--- src/rtl/wstk_pkg.sv ---
package wstk_pkg;

    parameter int unsigned WSTK_WORD_W = 16;
    parameter int unsigned WSTK_ADDR_W = 16;
    parameter int unsigned WSTK_NREG   = 8;

    typedef enum logic [2:0] {
        OP_PUSH     = 3'd0,
        OP_POP      = 3'd1,
        OP_PUSHALL  = 3'd2,
        OP_POPALL   = 3'd3,
        OP_PUSHFLG  = 3'd4,
        OP_POPFLG   = 3'd5
    } wstk_op_e;

    typedef enum logic [2:0] {
        ST_IDLE,
        ST_WR_HI,
        ST_WR_LO,
        ST_RD_LO,
        ST_RD_HI,
        ST_RD_WAIT
    } wstk_st_e;

endpackage

--- src/rtl/wstk_order.sv ---
module wstk_order #(
    parameter int unsigned NREG  = 8,
    localparam int unsigned IDX_W = $clog2(NREG)
) (
    input  logic [IDX_W-1:0] cnt,
    input  logic             rev,
    output logic [IDX_W-1:0] idx
);
    localparam logic [IDX_W-1:0] TOP_IDX = IDX_W'(NREG - 1);

    always_comb begin
        idx = rev ? (TOP_IDX - cnt) : cnt;
    end
endmodule

--- src/rtl/wstk_mem_if.sv ---
module wstk_mem_if
    import wstk_pkg::*;
#(
    parameter int unsigned WORD_W = 16,
    parameter int unsigned ADDR_W = 16,
    localparam int unsigned BYTE_W = WORD_W / 2
) (
    input  wstk_st_e          st,
    input  logic [ADDR_W-1:0] sp,
    input  logic [WORD_W-1:0] push_word,
    output logic [ADDR_W-1:0] mem_addr,
    output logic              mem_we,
    output logic              mem_re,
    output logic [BYTE_W-1:0] mem_wdata
);
    always_comb begin
        mem_addr  = '0;
        mem_we    = 1'b0;
        mem_re    = 1'b0;
        mem_wdata = '0;
        case (st)
            ST_WR_HI: begin
                mem_addr  = sp - ADDR_W'(1);
                mem_we    = 1'b1;
                mem_wdata = push_word[WORD_W-1:BYTE_W];
            end
            ST_WR_LO: begin
                mem_addr  = sp - ADDR_W'(2);
                mem_we    = 1'b1;
                mem_wdata = push_word[BYTE_W-1:0];
            end
            ST_RD_LO: begin
                mem_addr = sp;
                mem_re   = 1'b1;
            end
            ST_RD_HI: begin
                mem_addr = sp + ADDR_W'(1);
                mem_re   = 1'b1;
            end
            default: ;
        endcase
    end
endmodule

--- src/rtl/wstk_ctrl.sv ---
module wstk_ctrl
    import wstk_pkg::*;
#(
    parameter int unsigned WORD_W   = 16,
    parameter int unsigned ADDR_W   = 16,
    parameter int unsigned NREG     = 8,
    parameter int unsigned SP_IDX   = 4,
    parameter logic [ADDR_W-1:0] RESET_SP = '0,
    localparam int unsigned BYTE_W = WORD_W / 2,
    localparam int unsigned IDX_W  = $clog2(NREG)
) (
    input  logic              clk,
    input  logic              rst_n,
    input  logic              cmd_valid,
    input  logic [2:0]        cmd_op,
    input  logic [WORD_W-1:0] cmd_data,
    input  logic [WORD_W-1:0] flags_in,
    input  logic              sp_load,
    input  logic [ADDR_W-1:0] sp_load_val,
    input  logic [IDX_W-1:0]  cur_idx,
    input  logic [WORD_W-1:0] reg_rd_data,
    input  logic [BYTE_W-1:0] mem_rdata,
    output wstk_st_e          st,
    output logic [ADDR_W-1:0] sp,
    output logic [IDX_W-1:0]  cnt,
    output logic              rev,
    output logic [WORD_W-1:0] push_word,
    output logic              busy,
    output logic              done,
    output logic [WORD_W-1:0] res_word,
    output logic              reg_we,
    output logic [IDX_W-1:0]  reg_widx,
    output logic              flags_we
);
    localparam logic [IDX_W-1:0]  LAST_CNT = IDX_W'(NREG - 1);
    localparam logic [IDX_W-1:0]  SP_SLOT  = IDX_W'(SP_IDX);
    localparam logic [ADDR_W-1:0] STEP     = ADDR_W'(2);

    typedef struct packed {
        wstk_st_e          st;
        wstk_op_e          op;
        logic [ADDR_W-1:0] sp;
        logic [ADDR_W-1:0] orig;
        logic [IDX_W-1:0]  cnt;
        logic [BYTE_W-1:0] lo;
        logic [WORD_W-1:0] wdat;
        logic [WORD_W-1:0] res;
        logic              done;
        logic              reg_we;
        logic [IDX_W-1:0]  widx;
        logic              flags_we;
    } ctrl_s;

    ctrl_s st_d, st_q;
    logic [WORD_W-1:0] got_word;

    always_comb begin
        got_word = {mem_rdata, st_q.lo};
        st_d          = st_q;
        st_d.done     = 1'b0;
        st_d.reg_we   = 1'b0;
        st_d.flags_we = 1'b0;
        case (st_q.st)
            ST_IDLE: begin
                if (sp_load) begin
                    st_d.sp = sp_load_val;
                end else if (cmd_valid) begin
                    st_d.cnt  = '0;
                    st_d.orig = st_q.sp;
                    case (cmd_op)
                        OP_PUSH: begin
                            st_d.op   = OP_PUSH;
                            st_d.wdat = cmd_data;
                            st_d.st   = ST_WR_HI;
                        end
                        OP_PUSHFLG: begin
                            st_d.op   = OP_PUSHFLG;
                            st_d.wdat = flags_in;
                            st_d.st   = ST_WR_HI;
                        end
                        OP_PUSHALL: begin
                            st_d.op = OP_PUSHALL;
                            st_d.st = ST_WR_HI;
                        end
                        OP_POP: begin
                            st_d.op = OP_POP;
                            st_d.st = ST_RD_LO;
                        end
                        OP_POPFLG: begin
                            st_d.op = OP_POPFLG;
                            st_d.st = ST_RD_LO;
                        end
                        OP_POPALL: begin
                            st_d.op = OP_POPALL;
                            st_d.st = ST_RD_LO;
                        end
                        default: ;
                    endcase
                end
            end
            ST_WR_HI: begin
                st_d.st = ST_WR_LO;
            end
            ST_WR_LO: begin
                st_d.sp = st_q.sp - STEP;
                if (st_q.op == OP_PUSHALL && st_q.cnt != LAST_CNT) begin
                    st_d.cnt = st_q.cnt + IDX_W'(1);
                    st_d.st  = ST_WR_HI;
                end else begin
                    st_d.st   = ST_IDLE;
                    st_d.done = 1'b1;
                end
            end
            ST_RD_LO: begin
                st_d.st = ST_RD_HI;
            end
            ST_RD_HI: begin
                st_d.lo = mem_rdata;
                st_d.st = ST_RD_WAIT;
            end
            ST_RD_WAIT: begin
                st_d.sp  = st_q.sp + STEP;
                st_d.res = got_word;
                if (st_q.op == OP_POPALL) begin
                    st_d.widx   = cur_idx;
                    st_d.reg_we = (cur_idx != SP_SLOT);
                    if (st_q.cnt != LAST_CNT) begin
                        st_d.cnt = st_q.cnt + IDX_W'(1);
                        st_d.st  = ST_RD_LO;
                    end else begin
                        st_d.st   = ST_IDLE;
                        st_d.done = 1'b1;
                    end
                end else begin
                    st_d.flags_we = (st_q.op == OP_POPFLG);
                    st_d.st       = ST_IDLE;
                    st_d.done     = 1'b1;
                end
            end
            default: st_d.st = ST_IDLE;
        endcase
    end

    always_ff @(posedge clk) begin
        if (!rst_n) begin
            st_q          <= '0;
            st_q.st       <= ST_IDLE;
            st_q.op       <= OP_PUSH;
            st_q.sp       <= RESET_SP;
        end else begin
            st_q <= st_d;
        end
    end

    always_comb begin
        st       = st_q.st;
        sp       = st_q.sp;
        cnt      = st_q.cnt;
        rev      = (st_q.op == OP_POPALL);
        busy     = (st_q.st != ST_IDLE);
        done     = st_q.done;
        res_word = st_q.res;
        reg_we   = st_q.reg_we;
        reg_widx = st_q.widx;
        flags_we = st_q.flags_we;
        if (st_q.op == OP_PUSHALL)
            push_word = (cur_idx == SP_SLOT) ? WORD_W'(st_q.orig) : reg_rd_data;
        else
            push_word = st_q.wdat;
    end

    // a word push lowers SP by two when its low byte is written
    a_r4_push_sp_step: assert property (@(posedge clk) disable iff (!rst_n)
        (st_q.st == ST_WR_LO) |=> (st_q.sp == $past(st_q.sp) - STEP));

    // a word pop raises SP by two once its high byte returns
    a_r5_pop_sp_step: assert property (@(posedge clk) disable iff (!rst_n)
        (st_q.st == ST_RD_WAIT) |=> (st_q.sp == $past(st_q.sp) + STEP));

    // high-byte write is always followed by the low-byte write
    a_r3_byte_order: assert property (@(posedge clk) disable iff (!rst_n)
        (st_q.st == ST_WR_HI) |=> (st_q.st == ST_WR_LO));

    // done lasts a single cycle
    a_r4_done_pulse: assert property (@(posedge clk) disable iff (!rst_n)
        st_q.done |=> !st_q.done);

    // busy is low in the done cycle
    a_r10_done_idle: assert property (@(posedge clk) disable iff (!rst_n)
        st_q.done |-> (st_q.st == ST_IDLE));

    // SP does not move while busy except by the command's own steps
    a_r10_sp_hold: assert property (@(posedge clk) disable iff (!rst_n)
        (st_q.st == ST_WR_HI || st_q.st == ST_RD_LO || st_q.st == ST_RD_HI)
        |=> $stable(st_q.sp));
endmodule

--- src/rtl/wstk_engine.sv ---
module wstk_engine
    import wstk_pkg::*;
#(
    parameter int unsigned WORD_W = WSTK_WORD_W,
    parameter int unsigned ADDR_W = WSTK_ADDR_W,
    parameter int unsigned NREG   = WSTK_NREG,
    parameter int unsigned SP_IDX = 4,
    parameter logic [ADDR_W-1:0] RESET_SP = '0,
    localparam int unsigned BYTE_W = WORD_W / 2,
    localparam int unsigned IDX_W  = $clog2(NREG)
) (
    input  logic              clk,
    input  logic              rst_n,
    input  logic              cmd_valid,
    input  logic [2:0]        cmd_op,
    input  logic [WORD_W-1:0] cmd_data,
    input  logic [WORD_W-1:0] flags_in,
    input  logic              sp_load,
    input  logic [ADDR_W-1:0] sp_load_val,
    output logic              busy,
    output logic              done,
    output logic [WORD_W-1:0] pop_data,
    output logic              flags_we,
    output logic [ADDR_W-1:0] sp_out,
    output logic [IDX_W-1:0]  reg_rd_idx,
    input  logic [WORD_W-1:0] reg_rd_data,
    output logic              reg_we,
    output logic [IDX_W-1:0]  reg_widx,
    output logic [WORD_W-1:0] reg_wdata,
    output logic [ADDR_W-1:0] mem_addr,
    output logic              mem_we,
    output logic              mem_re,
    output logic [BYTE_W-1:0] mem_wdata,
    input  logic [BYTE_W-1:0] mem_rdata
);
    wstk_st_e          st;
    logic [ADDR_W-1:0] sp;
    logic [IDX_W-1:0]  cnt;
    logic              rev;
    logic [IDX_W-1:0]  cur_idx;
    logic [WORD_W-1:0] push_word;
    logic [WORD_W-1:0] res_word;

    wstk_order #(.NREG(NREG)) u_order (
        .cnt (cnt),
        .rev (rev),
        .idx (cur_idx)
    );

    wstk_ctrl #(
        .WORD_W  (WORD_W),
        .ADDR_W  (ADDR_W),
        .NREG    (NREG),
        .SP_IDX  (SP_IDX),
        .RESET_SP(RESET_SP)
    ) u_ctrl (
        .clk        (clk),
        .rst_n      (rst_n),
        .cmd_valid  (cmd_valid),
        .cmd_op     (cmd_op),
        .cmd_data   (cmd_data),
        .flags_in   (flags_in),
        .sp_load    (sp_load),
        .sp_load_val(sp_load_val),
        .cur_idx    (cur_idx),
        .reg_rd_data(reg_rd_data),
        .mem_rdata  (mem_rdata),
        .st         (st),
        .sp         (sp),
        .cnt        (cnt),
        .rev        (rev),
        .push_word  (push_word),
        .busy       (busy),
        .done       (done),
        .res_word   (res_word),
        .reg_we     (reg_we),
        .reg_widx   (reg_widx),
        .flags_we   (flags_we)
    );

    wstk_mem_if #(.WORD_W(WORD_W), .ADDR_W(ADDR_W)) u_mem_if (
        .st       (st),
        .sp       (sp),
        .push_word(push_word),
        .mem_addr (mem_addr),
        .mem_we   (mem_we),
        .mem_re   (mem_re),
        .mem_wdata(mem_wdata)
    );

    always_comb begin
        sp_out     = sp;
        reg_rd_idx = cur_idx;
        pop_data   = res_word;
        reg_wdata  = res_word;
    end

    // one memory access per cycle at most
    a_r3_one_access: assert property (@(posedge clk) disable iff (!rst_n)
        !(mem_we && mem_re));

    // the saved-SP slot is never written back into the register set
    a_r8_skip_sp_slot: assert property (@(posedge clk) disable iff (!rst_n)
        reg_we |-> (reg_widx != IDX_W'(SP_IDX)));

    // flags strobe only comes with done
    a_r9_flags_with_done: assert property (@(posedge clk) disable iff (!rst_n)
        flags_we |-> done);
endmodule

--- config.mk ---
export PLATFORM = sky130hd
export DESIGN_NAME = wstk_engine
export DESIGN_NICKNAME = d
export VERILOG_FILES = /design/src/rtl/wstk_pkg.sv /design/src/rtl/wstk_order.sv /design/src/rtl/wstk_mem_if.sv /design/src/rtl/wstk_ctrl.sv /design/src/rtl/wstk_engine.sv
export SDC_FILE = /design/constraint.sdc
export NUM_CORES = 1
export LEC_CHECK = 0
export BUFFER_PORTS_ARGS = -buffer_cell sky130_fd_sc_hd__buf_4
export CORE_ASPECT_RATIO = 0.9
export CORE_MARGIN = 3
export CORE_UTILIZATION = 53
export DETAILED_ROUTE_END_ITERATION = 12
export GPL_TIMING_DRIVEN = 1
export PLACE_DENSITY = 0.83
export SETUP_SLACK_MARGIN = 0.02
export SKIP_LAST_GASP = 1
export SLEW_MARGIN = 20
export SYNTH_ARGS = -nofsm -noshare
export SYNTH_HDL_FRONTEND = slang
export SYNTH_SLANG_ARGS = --single-unit
--- constraint.sdc ---
create_clock -name clk -period 4.7 [get_ports clk]
set_input_delay 0.94 -clock clk [delete_from_list [all_inputs] [get_ports clk]]
set_output_delay 0.94 -clock clk [all_outputs]
set_load 0.03 [all_outputs]
==> impl_table.tex, run 1 <==
\begin{tabular}{lr}
\hline
Metric & Value \\
\hline
\multicolumn{2}{l}{\textbf{Setup path}} \\
\quad Worst reg2reg endpoint & u\_ctrl.sp[7] \\
\quad Family of cells with the greatest summed delay on the critical path & compound AO/OA/AOI/OAI gates \\
\quad Worst stage delay on the critical path & around 0.44 ns \\
\quad Crit-path slowest cell & sky130\_fd\_sc\_hd\_\_fa\_1 \\
\quad Worst r2r path cells & 8 \\
\quad CP max FO & 15 \\
\quad Setup slack of the worst register-to-register path & between 1 and 1.5 ns \\
\quad Critical Path Sink Type & output pin \\
\quad Launch point of the worst reg-to-reg path & u\_ctrl.st[1] \\
\quad Number of buffers and inverters on the critical path & 3 \\
\quad Most frequent CP cell & sky130\_fd\_sc\_hd\_\_nor3\_1 \\
\quad Cell-by-cell trace of the critical path & inv\_1 > nor3\_1 > inv\_2 > fa\_1 > a21o\_1 > a311oi\_2 > nor3\_1 > or3\_1 > a221oi\_2 > xor2\_1 > o22ai\_2 > buf\_4 \\
\quad WP data arrival & 3.56 ns \\
\quad Worst EP required & 3.76 ns \\
\quad Type of the worst setup path & flop to output pin \\
\quad Worst Setup Start Kind & flop \\
\multicolumn{2}{l}{\textbf{STA}} \\
\quad Number of endpoints failing setup at the final stage & 0 \\
\quad Actual transition at the worst max-transition pin & around 0.99 ns \\
\quad Number of slew-limit violations in the final report & 0 \\
\quad FMAX & $\sim$220 MHz \\
\quad Total negative setup slack & 0 ns \\
\quad Final critical-path share of the clock period & 95.74\% \\
\quad Final hold violation count & 0 \\
\quad Clock Skews & between 0.01 and 0.015 ns \\
\quad Max-slew headroom at the worst pin & between 30 and 40\% \\
\quad Time the worst path needs with I/O delays and setup & about 4.5 ns \\
\quad Unrepaired setup endpoints after global routing & no \\
\multicolumn{2}{l}{\textbf{GRT}} \\
\quad First-pass GRT wire length & about 29000 µm \\
\quad Number of antenna violations at the first check in global routing & 0 \\
\quad Largest net degree at the start of global routing & between 40 and 50 \\
\quad Via count of the first global-routing pass & around 5.6k \\
\quad Total routing resource utilization after global routing & between 20\% and 30\% \\
\quad Total overflow reported by the global router & 0 \\
\multicolumn{2}{l}{\textbf{Hold path}} \\
\quad Classification of the worst-slack hold path & flop to flop \\
\quad Worst Hold Path EP & u\_ctrl.res\_word[7] \\
\quad Startpoint of the tightest hold check path & u\_ctrl.got\_word[7] \\
\quad Instance count along the most critical hold path & 2 \\
\multicolumn{2}{l}{\textbf{Floorplan}} \\
\quad DIE WIDTH & about 120 µm \\
\quad Effective utilization at floorplan & between 50\% and 60\% \\
\quad Num rows & 35 \\
\quad Number of placed I/O pins & about 160 \\
\quad DIE AREA & 12440 µm² \\
\quad Die height & 106.1 µm \\
\quad Core Area & around 11000 µm² \\
\multicolumn{2}{l}{\textbf{Synthesis}} \\
\quad Net count of the mapped netlist & roughly 890 \\
\quad Area contributors post-synth & sky130\_fd\_sc\_hd\_\_dfxtp\_1 30\%, sky130\_fd\_sc\_hd\_\_nand2\_1 7.4\%, sky130\_fd\_sc\_hd\_\_a21oi\_1 7.3\% \\
\quad YS warnings & 0 \\
\quad Number of distinct library cells after synthesis & 61 \\
\quad Dominant cell type by area after synthesis & sky130\_fd\_sc\_hd\_\_dfxtp\_1 \\
\quad Synthesized instance count & between 700 and 800 \\
\quad Number of storage elements in the synthesis netlist & slightly below 90 \\
\quad Synthesized area & between 5000 and 6000 µm² \\
\quad Area fraction of the dominant cell type after synthesis & 29.50\% \\
\quad Sequential-to-total area share from yosys stat & roughly 30\% \\
\quad Most frequently used flop master after synthesis & sky130\_fd\_sc\_hd\_\_dfxtp\_1 \\
\quad Ranking of synthesized cells by instance count & 116 x sky130\_fd\_sc\_hd\_\_nand2\_1, 87 x sky130\_fd\_sc\_hd\_\_dfxtp\_1, 86 x sky130\_fd\_sc\_hd\_\_a21oi\_1 \\
\quad Library cell with the highest instance count after synthesis & sky130\_fd\_sc\_hd\_\_nand2\_1 \\
\quad Post-synth ARST share & 0\% \\
\quad Post-synth EDFFs & 0 \\
\quad Post-synthesis average cell area & $\sim$7.5 µm² \\
\multicolumn{2}{l}{\textbf{Routing}} \\
\quad Total via count after detailed routing & $\sim$6k \\
\quad Final routed wirelength across all metal layers & 18270 µm \\
\quad Router iterations before antenna repair & 5 \\
\quad Remaining number of nets flagged by the antenna check after routing & 0 \\
\quad DRC violation count after routing & 0 \\
\quad Iteration-0 DRC count of the detailed router & approximately 600 \\
\quad Vias per Instance & roughly 6 \\
\quad Final routed wire length divided by cell count & $\sim$18 µm \\
\multicolumn{2}{l}{\textbf{Run status}} \\
\quad Run status & finished clean \\
\multicolumn{2}{l}{\textbf{Finish}} \\
\quad N\_diodes & 0 \\
\quad \# nets final & between 900 and 1k \\
\quad Fraction of final layout cells with drive strength greater than 1 & approximately 26\% \\
\quad Synthesis-to-finish area growth & 22.13\% \\
\quad Final design utilization & 68.31\% \\
\multicolumn{2}{l}{\textbf{Power and ir drop}} \\
\quad Total power after layout & a little under 2000 µW \\
\quad Worst voltage drop across the vdd grid & $\sim$0.18 mV \\
\quad Power per cell area & between 200 and 300 nW/µm² \\
\quad Leakage & just under 0.003 µW \\
\multicolumn{2}{l}{\textbf{Job}} \\
\quad Max-capacitance violation count & 0 \\
\multicolumn{2}{l}{\textbf{Clock network}} \\
\quad H-tree depth & 3 \\
\quad Cell chosen for the clock root & sky130\_fd\_sc\_hd\_\_clkbuf\_16 \\
\quad Clock transition at the register clock pins on the worst setup and hold paths after CTS & around 0.07 ns \\
\quad Cts bufs inserted & 9 \\
\quad CTS Buffer Depth & 2 \\
\quad Later-pin clock latency in the skew report & 0.34 ns \\
\quad Clock tree from TritonCTS & yes \\
\quad Quantity of hold-fixing buffers added after cts & 0 \\
\quad Number of sinks driven by the clock tree & 87 \\
\multicolumn{2}{l}{\textbf{Place}} \\
\quad Detailed-placement wirelength estimate & between 10000 and 15000 µm \\
\quad GP Congestion & between 0.9 and 1 \\
\quad Port Buf Inserts & 162 \\
\hline
\end{tabular}
layer usage:
| layer | track usage (%) | vias up | wire (µm) | part of all wire, % |
|---|---|---|---|---|
| li1 | - | 2926 | - | - |
| met1 | 39.28 | 2875 | 7796 | 43 |
| met2 | 46.65 | 320 | 8637 | 47 |
| met3 | 4.326 | 19 | 1664 | 9.1 |
| met4 | 6.880 | 0 | 165 | 0.90 |
| met5 | 0 | - | 0 | 0 |
timing repair:
item / CTS / global route
setup endpoints to repair: 1 / 2
setup buffers: 0 / 7
gates resized for setup: 1 / 1
pin swaps: 0 / 0
cell families after synthesis:
kind of cell / synth area share (%)
flops: 29.50
xor+xnor: 4.451
buf+inv: 11.59
mux: 3.222
compound gates: 26.47
fa+ha+maj: 4.578
simple gates: 20.18
area by class of cell:
| class | count | area, µm² |
|---|---|---|
| Sequential cell | 87 | 1742 |
| Timing Repair Buffer | 189 | 1419 |
| Clock buffer | 9 | 225.2 |
| Multi-Input combinational cell | 577 | 3523 |
| Clock inverter | 6 | 70.07 |
| Fill cell | 912 | 3344 |
| Tap cell | 148 | 185.2 |
| Inverter | 12 | 45.04 |
cell usage in the layout (no fill, tap or decap), drive strengths merged, types with 10 or more instances in the layout:
cell	instances
a211oi	22
buf	189
dfxtp	87
inv	14
a21o	10
a221oi	11
nand2	116
mux2i	19
xnor2	22
nand3	11
a22oi	23
ha	20
or3	10
a21oi	87
nor2	70
nor3	17
o21ai	46
o22ai	12
through the flow:
stage | instances | instance area (µm²) | worst slack, ns | hold slack [ns]
floorplan | 787 | 5917 | 0.07618 | 0.4321
global placement | 1006 | 6853 | 0.4167 | 0.4374
detailed placement | 1006 | 6853 | 0.3634 | 0.4469
CTS | 1021 | 7148 | 0.1397 | 0.4565
global route | 1028 | 7209 | 0.01389 | 0.4707
finish | 1028 | 7209 | 0.2000 | 0.4529
worst max path at each step:
stage / start / to / slack, ns / cells after the start
5_1_grt: u_ctrl.st[2] / mem_addr[15] / 0.01 / 13
4_1_cts: u_ctrl.st[2] / mem_addr[14] / 0.14 / 12
3_3_place_gp: u_ctrl.st[2] / mem_addr[14] / 0.42 / 12
2_1_floorplan: u_ctrl.st[0] / mem_addr[12] / 0.08 / 12
6_report: u_ctrl.st[2] / mem_addr[14] / 0.20 / 12
3_5_place_dp: u_ctrl.st[2] / mem_addr[14] / 0.36 / 12
registers in the layout (all words and copies together), names as in the netlist:
signal	flops
u_ctrl.cnt	3
u_ctrl.done	1
u_ctrl.flags_we	1
u_ctrl.got_word	8
u_ctrl.reg_we	1
u_ctrl.reg_widx	3
u_ctrl.res_word	16
u_ctrl.sp	16
u_ctrl.st	3
u_ctrl.st_q	35
worst min-delay path: cells and delay by family, from the launching register on:
kind             cells  cell delay, ns
AND/OR/NAND/NOR      1            0.06
AO/OA/AOI/OAI        1            0.05
flip-flops           1            0.31
report_power, final:
part | total, µW | internal [µW] | switching (µW)
combinational | 433 | 192 | 241
sequential | 790 | 756 | 33.6
clock | 724 | 413 | 311
total | 1950 | 1360 | 585
No activity file was read; power rests on OpenSTA's default activity.
==> run 2, diff against run 1 <==
--- a/config.mk
+++ b/config.mk
@@ -5,13 +5,15 @@
 export SDC_FILE = /design/constraint.sdc
 export NUM_CORES = 1
 export LEC_CHECK = 0
+export ABC_AREA = 1
 export BUFFER_PORTS_ARGS = -buffer_cell sky130_fd_sc_hd__buf_4
 export CORE_ASPECT_RATIO = 0.9
 export CORE_MARGIN = 3
-export CORE_UTILIZATION = 53
+export CORE_UTILIZATION = 56
+export CTS_BUF_LIST = sky130_fd_sc_hd__clkbuf_2
 export DETAILED_ROUTE_END_ITERATION = 12
 export GPL_TIMING_DRIVEN = 1
-export PLACE_DENSITY = 0.83
+export PLACE_DENSITY = 0.86
 export SETUP_SLACK_MARGIN = 0.02
 export SKIP_LAST_GASP = 1
 export SLEW_MARGIN = 20
==> run 2 against run 1 <==
  * Synthesized cell count increased by 33%
  * Wire length is 0.26% lower
  * Setup slack improved by 0.48 ns
  * First-iteration DRC count rose by 19%
  * Clock skew up 0.030 ns
  * Largest power group unchanged
  * Highest routed layer unchanged
==> impl_table.tex, run 2 <==
\begin{tabular}{lr}
\hline
Metric & Value \\
\hline
\multicolumn{2}{l}{\textbf{Synthesis}} \\
\quad Area contributors post-synth & sky130\_fd\_sc\_hd\_\_dfxtp\_1 27\%, sky130\_fd\_sc\_hd\_\_nand2\_1 17\%, sky130\_fd\_sc\_hd\_\_nand3\_1 8.1\% \\
\quad Adder-Cell Fraction of Synth Area & around 4.2\% \\
\quad Most frequently used flop master after synthesis & sky130\_fd\_sc\_hd\_\_dfxtp\_1 \\
\quad Synth Area in XOR/XNOR & less than 1\% \\
\quad Synthesized instance count & between 1k and 1.5k \\
\quad Ranking of synthesized cells by instance count & 288 x sky130\_fd\_sc\_hd\_\_nand2\_1, 109 x sky130\_fd\_sc\_hd\_\_nor2\_1, 105 x sky130\_fd\_sc\_hd\_\_nand3\_1 \\
\quad Library cell with the highest instance count after synthesis & sky130\_fd\_sc\_hd\_\_nand2\_1 \\
\quad Post-synthesis average cell area & about 6.2 µm² \\
\quad Synthesized area & between 6000 and 7000 µm² \\
\quad Dominant cell type by area after synthesis & sky130\_fd\_sc\_hd\_\_dfxtp\_1 \\
\quad Simple logic cell fraction of the synthesized area & a little over a third \\
\quad Area fraction of the dominant cell type after synthesis & between 20\% and 30\% \\
\quad Sequential-to-total area share from yosys stat & a little over a quarter \\
\quad Number of storage elements in the synthesis netlist & 87 \\
\quad Post-synth ARST share & 0\% \\
\quad Post-synth EDFFs & 0 \\
\quad Compound-Gate Fraction of Synth Area & approximately 16\% \\
\quad Number of distinct library cells after synthesis & 44 \\
\quad Net count of the mapped netlist & about 1.1k \\
\quad Largest family of logic cells by synthesized area & simple AND/OR/NAND/NOR gates \\
\quad YS warnings & 0 \\
\quad Mux contribution to synthesized area & 0\% \\
\multicolumn{2}{l}{\textbf{Routing}} \\
\quad Final routed wirelength across all metal layers & approximately 18000 µm \\
\quad Total via count after detailed routing & between 6k and 7k \\
\quad Vias per Instance & 5.417 \\
\quad DRC violation count after routing & 0 \\
\quad Iteration-0 DRC count of the detailed router & roughly 720 \\
\quad Remaining number of nets flagged by the antenna check after routing & 0 \\
\quad Final routed wire length divided by cell count & 14.20 µm \\
\quad Router iterations before antenna repair & 9 \\
\multicolumn{2}{l}{\textbf{Setup path}} \\
\quad Most frequent CP cell & sky130\_fd\_sc\_hd\_\_nand3\_1 \\
\quad Worst reg2reg endpoint & u\_ctrl.cnt[1] \\
\quad Family of cells with the greatest summed delay on the critical path & simple AND/OR/NAND/NOR gates \\
\quad Crit-path slowest cell & sky130\_fd\_sc\_hd\_\_dfxtp\_1 \\
\quad Launch point of the worst reg-to-reg path & u\_ctrl.st[0] \\
\quad Stages on the worst setup path & 11 \\
\quad Type of the worst setup path & flop to output pin \\
\quad CP max FO & 24 \\
\quad Worst EP required & 3.76 ns \\
\quad WP data arrival & slightly above 3 ns \\
\quad Worst stage delay on the critical path & around 0.57 ns \\
\quad Worst r2r path cells & 8 \\
\quad Setup slack of the worst register-to-register path & between 2 and 2.5 ns \\
\quad Cell-by-cell trace of the critical path & nand3\_1 > buf\_4 > fa\_1 > nand3\_1 > nand3\_1 > nand3\_1 > nand3\_1 > nand2\_1 > nand3\_1 > nand2\_1 > buf\_4 \\
\quad Worst Setup Start Kind & flop \\
\quad Critical Path Sink Type & output pin \\
\quad Setup crit start & u\_ctrl.st[2] \\
\quad Number of buffers and inverters on the critical path & 2 \\
\multicolumn{2}{l}{\textbf{Finish}} \\
\quad Post-layout instance count excluding filler cells & approximately 1.3k \\
\quad Synthesis-to-finish area growth & 14.82\% \\
\quad \# nets final & about 1.2k \\
\quad Flip-flop count of the largest register, all copies and words added & 35 \\
\quad Final design utilization & between 60\% and 70\% \\
\quad Top library cells by usage in the layout, fill and taps aside & 288 x sky130\_fd\_sc\_hd\_\_nand2\_1, 163 x sky130\_fd\_sc\_hd\_\_buf\_4, 109 x sky130\_fd\_sc\_hd\_\_nor2\_1 \\
\quad Most flop-heavy register & u\_ctrl.st\_q \\
\quad Fraction of final layout cells with drive strength greater than 1 & between 10\% and 20\% \\
\quad Non-Filler Cell Area, Final & 7407 µm² \\
\quad Leading cell type in the layout, fill and taps excluded & sky130\_fd\_sc\_hd\_\_nand2\_1 \\
\multicolumn{2}{l}{\textbf{Power and ir drop}} \\
\quad Worst voltage drop across the vdd grid & 0.1500 mV \\
\quad NetSw & approximately 650 µW \\
\quad Flop pwr share & about 44\% \\
\quad Leakage & roughly 0.0037 µW \\
\quad Proportion of power drawn by the clock network & 26.7\% \\
\quad Combinational Power Share & 29.0\% \\
\quad Switching portion of total power & approximately a third \\
\quad Power per cell area & roughly 250 nW/µm² \\
\quad Pint & 1196 µW \\
\multicolumn{2}{l}{\textbf{Place}} \\
\quad Dpl cells & between 1k and 1.5k \\
\quad GP Congestion & 1.006 \\
\quad Port Buf Inserts & 162 \\
\quad Setup WS pre-CTS & between 1 and 1.5 ns \\
\quad Area of placed instances & $\sim$7200 µm² \\
\quad Detailed-placement wirelength estimate & about 14000 µm \\
\multicolumn{2}{l}{\textbf{Clock network}} \\
\quad Clock tree from TritonCTS & yes \\
\quad Later-pin clock latency in the skew report & between 0.5 and 0.6 ns \\
\quad Buffers inserted by post-CTS timing repair & 0 \\
\quad CTS Buffer Depth & 2 \\
\quad Quantity of hold-fixing buffers added after cts & 0 \\
\quad Cts bufs inserted & 9 \\
\quad Count of cells resized by post-cts repair & 0 \\
\quad Cell chosen for the clock root & sky130\_fd\_sc\_hd\_\_clkbuf\_2 \\
\quad H-tree depth & 3 \\
\quad Number of sinks driven by the clock tree & 87 \\
\quad Clock transition at the register clock pins on the worst setup and hold paths after CTS & 0.25 ns \\
\multicolumn{2}{l}{\textbf{GRT}} \\
\quad Largest net degree at the start of global routing & 75 \\
\quad First-pass GRT wire length & 29260 µm \\
\quad Total overflow reported by the global router & 0 \\
\quad Number of antenna violations at the first check in global routing & 1 \\
\quad Via count of the first global-routing pass & roughly 6.1k \\
\quad Total routing resource utilization after global routing & between 20\% and 30\% \\
\multicolumn{2}{l}{\textbf{Floorplan}} \\
\quad DIE WIDTH & between 100 and 150 µm \\
\quad Core Area & 11040 µm² \\
\quad Num rows & 36 \\
\quad Die height & $\sim$110 µm \\
\quad Effective utilization at floorplan & about three fifths \\
\quad DIE AREA & about 13000 µm² \\
\quad Number of placed I/O pins & about 160 \\
\multicolumn{2}{l}{\textbf{STA}} \\
\quad Number of endpoints failing setup at the final stage & 0 \\
\quad Final hold violation count & 0 \\
\quad Final setup margin & slightly below 0.7 ns \\
\quad Clock Skews & 0.03982 ns \\
\quad Final critical-path share of the clock period & between 80\% and 90\% \\
\quad Actual transition at the worst max-transition pin & $\sim$0.77 ns \\
\quad Total negative setup slack & 0 ns \\
\quad Number of slew-limit violations in the final report & 0 \\
\quad FMAX & roughly 250 MHz \\
\quad Max-slew headroom at the worst pin & 48.38\% \\
\quad Unrepaired setup endpoints after global routing & no \\
\quad Time the worst path needs with I/O delays and setup & 4.022 ns \\
\multicolumn{2}{l}{\textbf{Hold path}} \\
\quad Worst Hold Path EP & u\_ctrl.got\_word[1] \\
\quad Classification of the worst-slack hold path & flop to flop \\
\quad Instance count along the most critical hold path & 2 \\
\quad Startpoint of the tightest hold check path & u\_ctrl.got\_word[1] \\
\multicolumn{2}{l}{\textbf{Job}} \\
\quad Max-capacitance violation count & 0 \\
\multicolumn{2}{l}{\textbf{Run status}} \\
\quad Run status & finished clean \\
\hline
\end{tabular}
-- run 2: through the flow --
step | hold WS, ns | power, µW
floorplan | 0.4495 | 1205
global placement | 0.4585 | 1349
detailed placement | 0.4680 | 1356
CTS | 0.5042 | 1844
global route | 0.5401 | 1955
finish | 0.5026 | 1848
-- run 2: power groups by stage --
stage / logic (µW) / registers, µW / clock network (µW)
2_1_floorplan: 397 / 808 / 0
3_3_place_gp: 518 / 831 / 0
3_5_place_dp: 524 / 832 / 0
4_1_cts: 527 / 818 / 500
5_1_grt: 599 / 825 / 530
6_report: 535 / 820 / 493
-- run 2: worst max path at each step --
| stage | endpoint | slack [ns] |
|---|---|---|
| floorplan | mem_addr[13] | 1.60 |
| global placement | mem_addr[14] | 1.44 |
| detailed placement | mem_addr[14] | 1.37 |
| CTS | mem_addr[14] | 0.72 |
| global route | mem_addr[9] | 0.40 |
| finish | mem_addr[12] | 0.68 |
-- run 2: area by class of cell --
class / count / area (µm²)
inverter: 114 / 430.4
sequential: 87 / 1742
timing repair buffer: 163 / 1224
tap: 152 / 190.2
multi-input combinational: 749 / 3654
clock buffer: 9 / 45.04
antenna: 3 / 7.507
fill: 1034 / 3628
clock inverter: 6 / 115.1
-- run 2: layer usage --
layer  part of all wire, %  vias up  global-route usage [%]
met5                     0        -                       0
met2                    44      332                   43.24
met3                   9.0       37                   5.150
met4                   1.7        0                   8.189
li1                      -     3501                       -
met1                    45     3080                   38.83
-- run 2: cells by family (layout without fill, tap and decap cells) --
logic type	Yosys count	in the layout
buf+inv	208	292
flops	87	87
other cells	0	3
xor+xnor	3	3
fa+ha+maj	21	21
compound gates	191	191
simple gates	534	534
-- run 2: worst min-delay path, delay by kind of cell (launching register included) --
family           cells  cell delay [ns]
and+or+nand+nor      2             0.14
DFF                  1             0.36
==> run 3, diff against run 2 <==
--- a/config.mk
+++ b/config.mk
@@ -9,11 +9,11 @@
 export BUFFER_PORTS_ARGS = -buffer_cell sky130_fd_sc_hd__buf_4
 export CORE_ASPECT_RATIO = 0.9
 export CORE_MARGIN = 3
-export CORE_UTILIZATION = 56
-export CTS_BUF_LIST = sky130_fd_sc_hd__clkbuf_2
+export CORE_UTILIZATION = 25
+export CTS_BUF_LIST = sky130_fd_sc_hd__clkbuf_4
 export DETAILED_ROUTE_END_ITERATION = 12
 export GPL_TIMING_DRIVEN = 1
-export PLACE_DENSITY = 0.86
+export PLACE_DENSITY = 0.46
 export SETUP_SLACK_MARGIN = 0.02
 export SKIP_LAST_GASP = 1
 export SLEW_MARGIN = 20
==> run 3 against run 2 <==
  * Sequential power about the same
  * Register-to-register slack got worse by 0.12 ns
  * Setup slack improved by 0.26 ns
  * Clock power decreased by 8.5%
  * Worst hold slack got worse by 0.0052 ns
  * Global-route usage decreased by 12 points
  * Combinational power increased by 2%
  * Wire length increased by 22%
  * Cell count increased by 15%
  * Clock skew decreased by 0.014 ns
  * Critical path depth increased by 3
  * Via count decreased by 3.1%
  * Critical path type unchanged
==> impl_table.tex, run 3 (synthesis gave the netlist of run 2 again) <==
\begin{tabular}{lr}
\hline
Metric & Value \\
\hline
\multicolumn{2}{l}{\textbf{Setup path}} \\
\quad Worst Setup Start Kind & flop \\
\quad Worst EP required & 3.76 ns \\
\quad WP data arrival & $\sim$2.8 ns \\
\quad Type of the worst setup path & flop to output pin \\
\quad Setup crit start & u\_ctrl.st[1] \\
\quad CP Capture Point & mem\_addr[11] \\
\quad Setup slack of the worst register-to-register path & 2.14 ns \\
\quad CP max FO & 21 \\
\quad Worst r2r path cells & 8 \\
\quad Launch point of the worst reg-to-reg path & u\_ctrl.st[2] \\
\quad Worst reg2reg endpoint & u\_ctrl.cnt[1] \\
\quad Critical Path Sink Type & output pin \\
\multicolumn{2}{l}{\textbf{Hold path}} \\
\quad Classification of the worst-slack hold path & flop to flop \\
\multicolumn{2}{l}{\textbf{GRT}} \\
\quad Largest net degree at the start of global routing & 75 \\
\quad Total routing resource utilization after global routing & 15.57\% \\
\quad Total overflow reported by the global router & 0 \\
\quad First-pass GRT wire length & 34250 µm \\
\quad Via count of the first global-routing pass & approximately 6.1k \\
\quad Number of antenna violations at the first check in global routing & 1 \\
\multicolumn{2}{l}{\textbf{Place}} \\
\quad Area of placed instances & 7492 µm² \\
\quad GP Congestion & $\sim$0.84 \\
\quad Port Buf Inserts & 162 \\
\quad Detailed-placement wirelength estimate & 16790 µm \\
\multicolumn{2}{l}{\textbf{STA}} \\
\quad Number of endpoints failing setup at the final stage & 0 \\
\quad FMAX & about 270 MHz \\
\quad Clock Skews & roughly 0.026 ns \\
\quad Actual transition at the worst max-transition pin & roughly 0.85 ns \\
\quad Worst Hold Margin & 0.4974 ns \\
\quad Max-slew headroom at the worst pin & approximately 43\% \\
\quad Number of slew-limit violations in the final report & 0 \\
\quad Final hold violation count & 0 \\
\quad Unrepaired setup endpoints after global routing & no \\
\quad Total negative setup slack & 0 ns \\
\quad Final critical-path share of the clock period & 80.12\% \\
\quad Time the worst path needs with I/O delays and setup & $\sim$3.8 ns \\
\multicolumn{2}{l}{\textbf{Clock network}} \\
\quad Buffers inserted by post-CTS timing repair & 0 \\
\quad Cell chosen for the clock root & sky130\_fd\_sc\_hd\_\_clkbuf\_4 \\
\quad Clock transition at the register clock pins on the worst setup and hold paths after CTS & $\sim$0.17 ns \\
\quad Count of cells resized by post-cts repair & 0 \\
\quad Number of sinks driven by the clock tree & slightly below 90 \\
\quad Clock tree from TritonCTS & yes \\
\quad CTS Buffer Depth & 2 \\
\quad Later-pin clock latency in the skew report & 0.50 ns \\
\quad Quantity of hold-fixing buffers added after cts & 0 \\
\quad Cts bufs inserted & 9 \\
\quad H-tree depth & 3 \\
\multicolumn{2}{l}{\textbf{Finish}} \\
\quad Top library cells by usage in the layout, fill and taps aside & 288 x sky130\_fd\_sc\_hd\_\_nand2\_1, 165 x sky130\_fd\_sc\_hd\_\_buf\_4, 109 x sky130\_fd\_sc\_hd\_\_nor2\_1 \\
\quad Synthesis-to-finish area growth & 18.29\% \\
\quad Filler Cells Inserted & about 2.8k \\
\quad Most flop-heavy register & u\_ctrl.st\_q \\
\quad Flip-flop count of the largest register, all copies and words added & 35 \\
\quad Final design utilization & 30.22\% \\
\quad \# nets final & about 1.2k \\
\quad Non-Filler Cell Area, Final & 7631 µm² \\
\quad Leading cell type in the layout, fill and taps excluded & sky130\_fd\_sc\_hd\_\_nand2\_1 \\
\quad Fraction of final layout cells with drive strength greater than 1 & a little under a fifth \\
\multicolumn{2}{l}{\textbf{Floorplan}} \\
\quad Effective utilization at floorplan & between 20 and 30\% \\
\quad Die height & between 150 and 200 µm \\
\quad Number of placed I/O pins & roughly 160 \\
\quad Core Area & about 25000 µm² \\
\quad DIE AREA & between 20000 and 30000 µm² \\
\quad Num rows & 55 \\
\quad DIE WIDTH & around 180 µm \\
\multicolumn{2}{l}{\textbf{Routing}} \\
\quad Total via count after detailed routing & 6735 \\
\quad Vias per Instance & between 4 and 5 \\
\quad Router iterations before antenna repair & 5 \\
\quad Remaining number of nets flagged by the antenna check after routing & 0 \\
\quad Final routed wirelength across all metal layers & 22270 µm \\
\quad Iteration-0 DRC count of the detailed router & approximately 490 \\
\quad Final routed wire length divided by cell count & approximately 15 µm \\
\quad DRC violation count after routing & 0 \\
\multicolumn{2}{l}{\textbf{Job}} \\
\quad Max-capacitance violation count & 0 \\
\multicolumn{2}{l}{\textbf{Power and ir drop}} \\
\quad Worst voltage drop across the vdd grid & $\sim$0.11 mV \\
\quad Power per cell area & roughly 240 nW/µm² \\
\quad Leakage & $\sim$0.0037 µW \\
\quad Total power after layout & between 1500 and 2000 µW \\
\multicolumn{2}{l}{\textbf{Run status}} \\
\quad Run status & finished clean \\
\hline
\end{tabular}
-- run 3: metal layers --
metal / part of all wire [%] / GRT usage, %
met1: 48 / 22.13
met4: 0.86 / 2.507
met3: 5.5 / 3.052
met5: 0 / 0
met2: 45 / 24.91
-- run 3: worst min-delay path by stage --
stage | slack (ns) | from | cells after the start | to
after floorplan | 0.45 | u_ctrl.got_word[1] | 2 | u_ctrl.got_word[1]
after global placement | 0.46 | u_ctrl.got_word[7] | 2 | u_ctrl.got_word[7]
after detailed placement | 0.47 | u_ctrl.got_word[5] | 2 | u_ctrl.got_word[5]
after CTS | 0.50 | u_ctrl.got_word[6] | 2 | u_ctrl.got_word[6]
after global routing | 0.51 | u_ctrl.got_word[6] | 2 | u_ctrl.got_word[6]
final | 0.50 | u_ctrl.got_word[6] | 2 | u_ctrl.got_word[6]
-- run 3: critical path, cell delays in order, from the launching register on --
cell and delay [ns]:
sky130_fd_sc_hd__dfxtp_1 0.47, sky130_fd_sc_hd__inv_2 0.11, sky130_fd_sc_hd__nand3_1 0.12, sky130_fd_sc_hd__buf_4 0.27, sky130_fd_sc_hd__ha_1 0.34, sky130_fd_sc_hd__nand2_1 0.11, sky130_fd_sc_hd__inv_1 0.06, sky130_fd_sc_hd__a21oi_1 0.14
sky130_fd_sc_hd__nand2_1 0.12, sky130_fd_sc_hd__nand2_1 0.13, sky130_fd_sc_hd__nand2_1 0.06, sky130_fd_sc_hd__nand2_1 0.05, sky130_fd_sc_hd__nand3_1 0.07, sky130_fd_sc_hd__nand2_1 0.11, sky130_fd_sc_hd__buf_4 0.16
-- run 3: metrics by stage --
stage / setup slack (ns) / cells
3_3_place_gp: 1.525 / 1457
4_1_cts: 0.8975 / 1473
5_1_grt: 0.6052 / 1474
3_5_place_dp: 1.493 / 1457
2_1_floorplan: 1.596 / 1044
6_report: 0.9343 / 1474
-- run 3: layout make-up --
type	instances	area (µm²)	area share, %
Multi-Input combinational cell	749	3654	47.88
Sequential cell	87	1742	22.82
Timing Repair Buffer	165	1239	16.23
Inverter	114	430.4	5.640
Tap cell	342	427.9	5.607
Clock inverter	7	68.82	0.9018
Clock buffer	9	67.56	0.8854
Antenna cell	1	2.502	0.03279
-- run 3: power by group --
group / switching (µW) / total [µW] / internal [µW]
Sequential: 49.4 / 819 / 769
Combinational: 350 / 546 / 196
Clock: 325 / 451 / 125
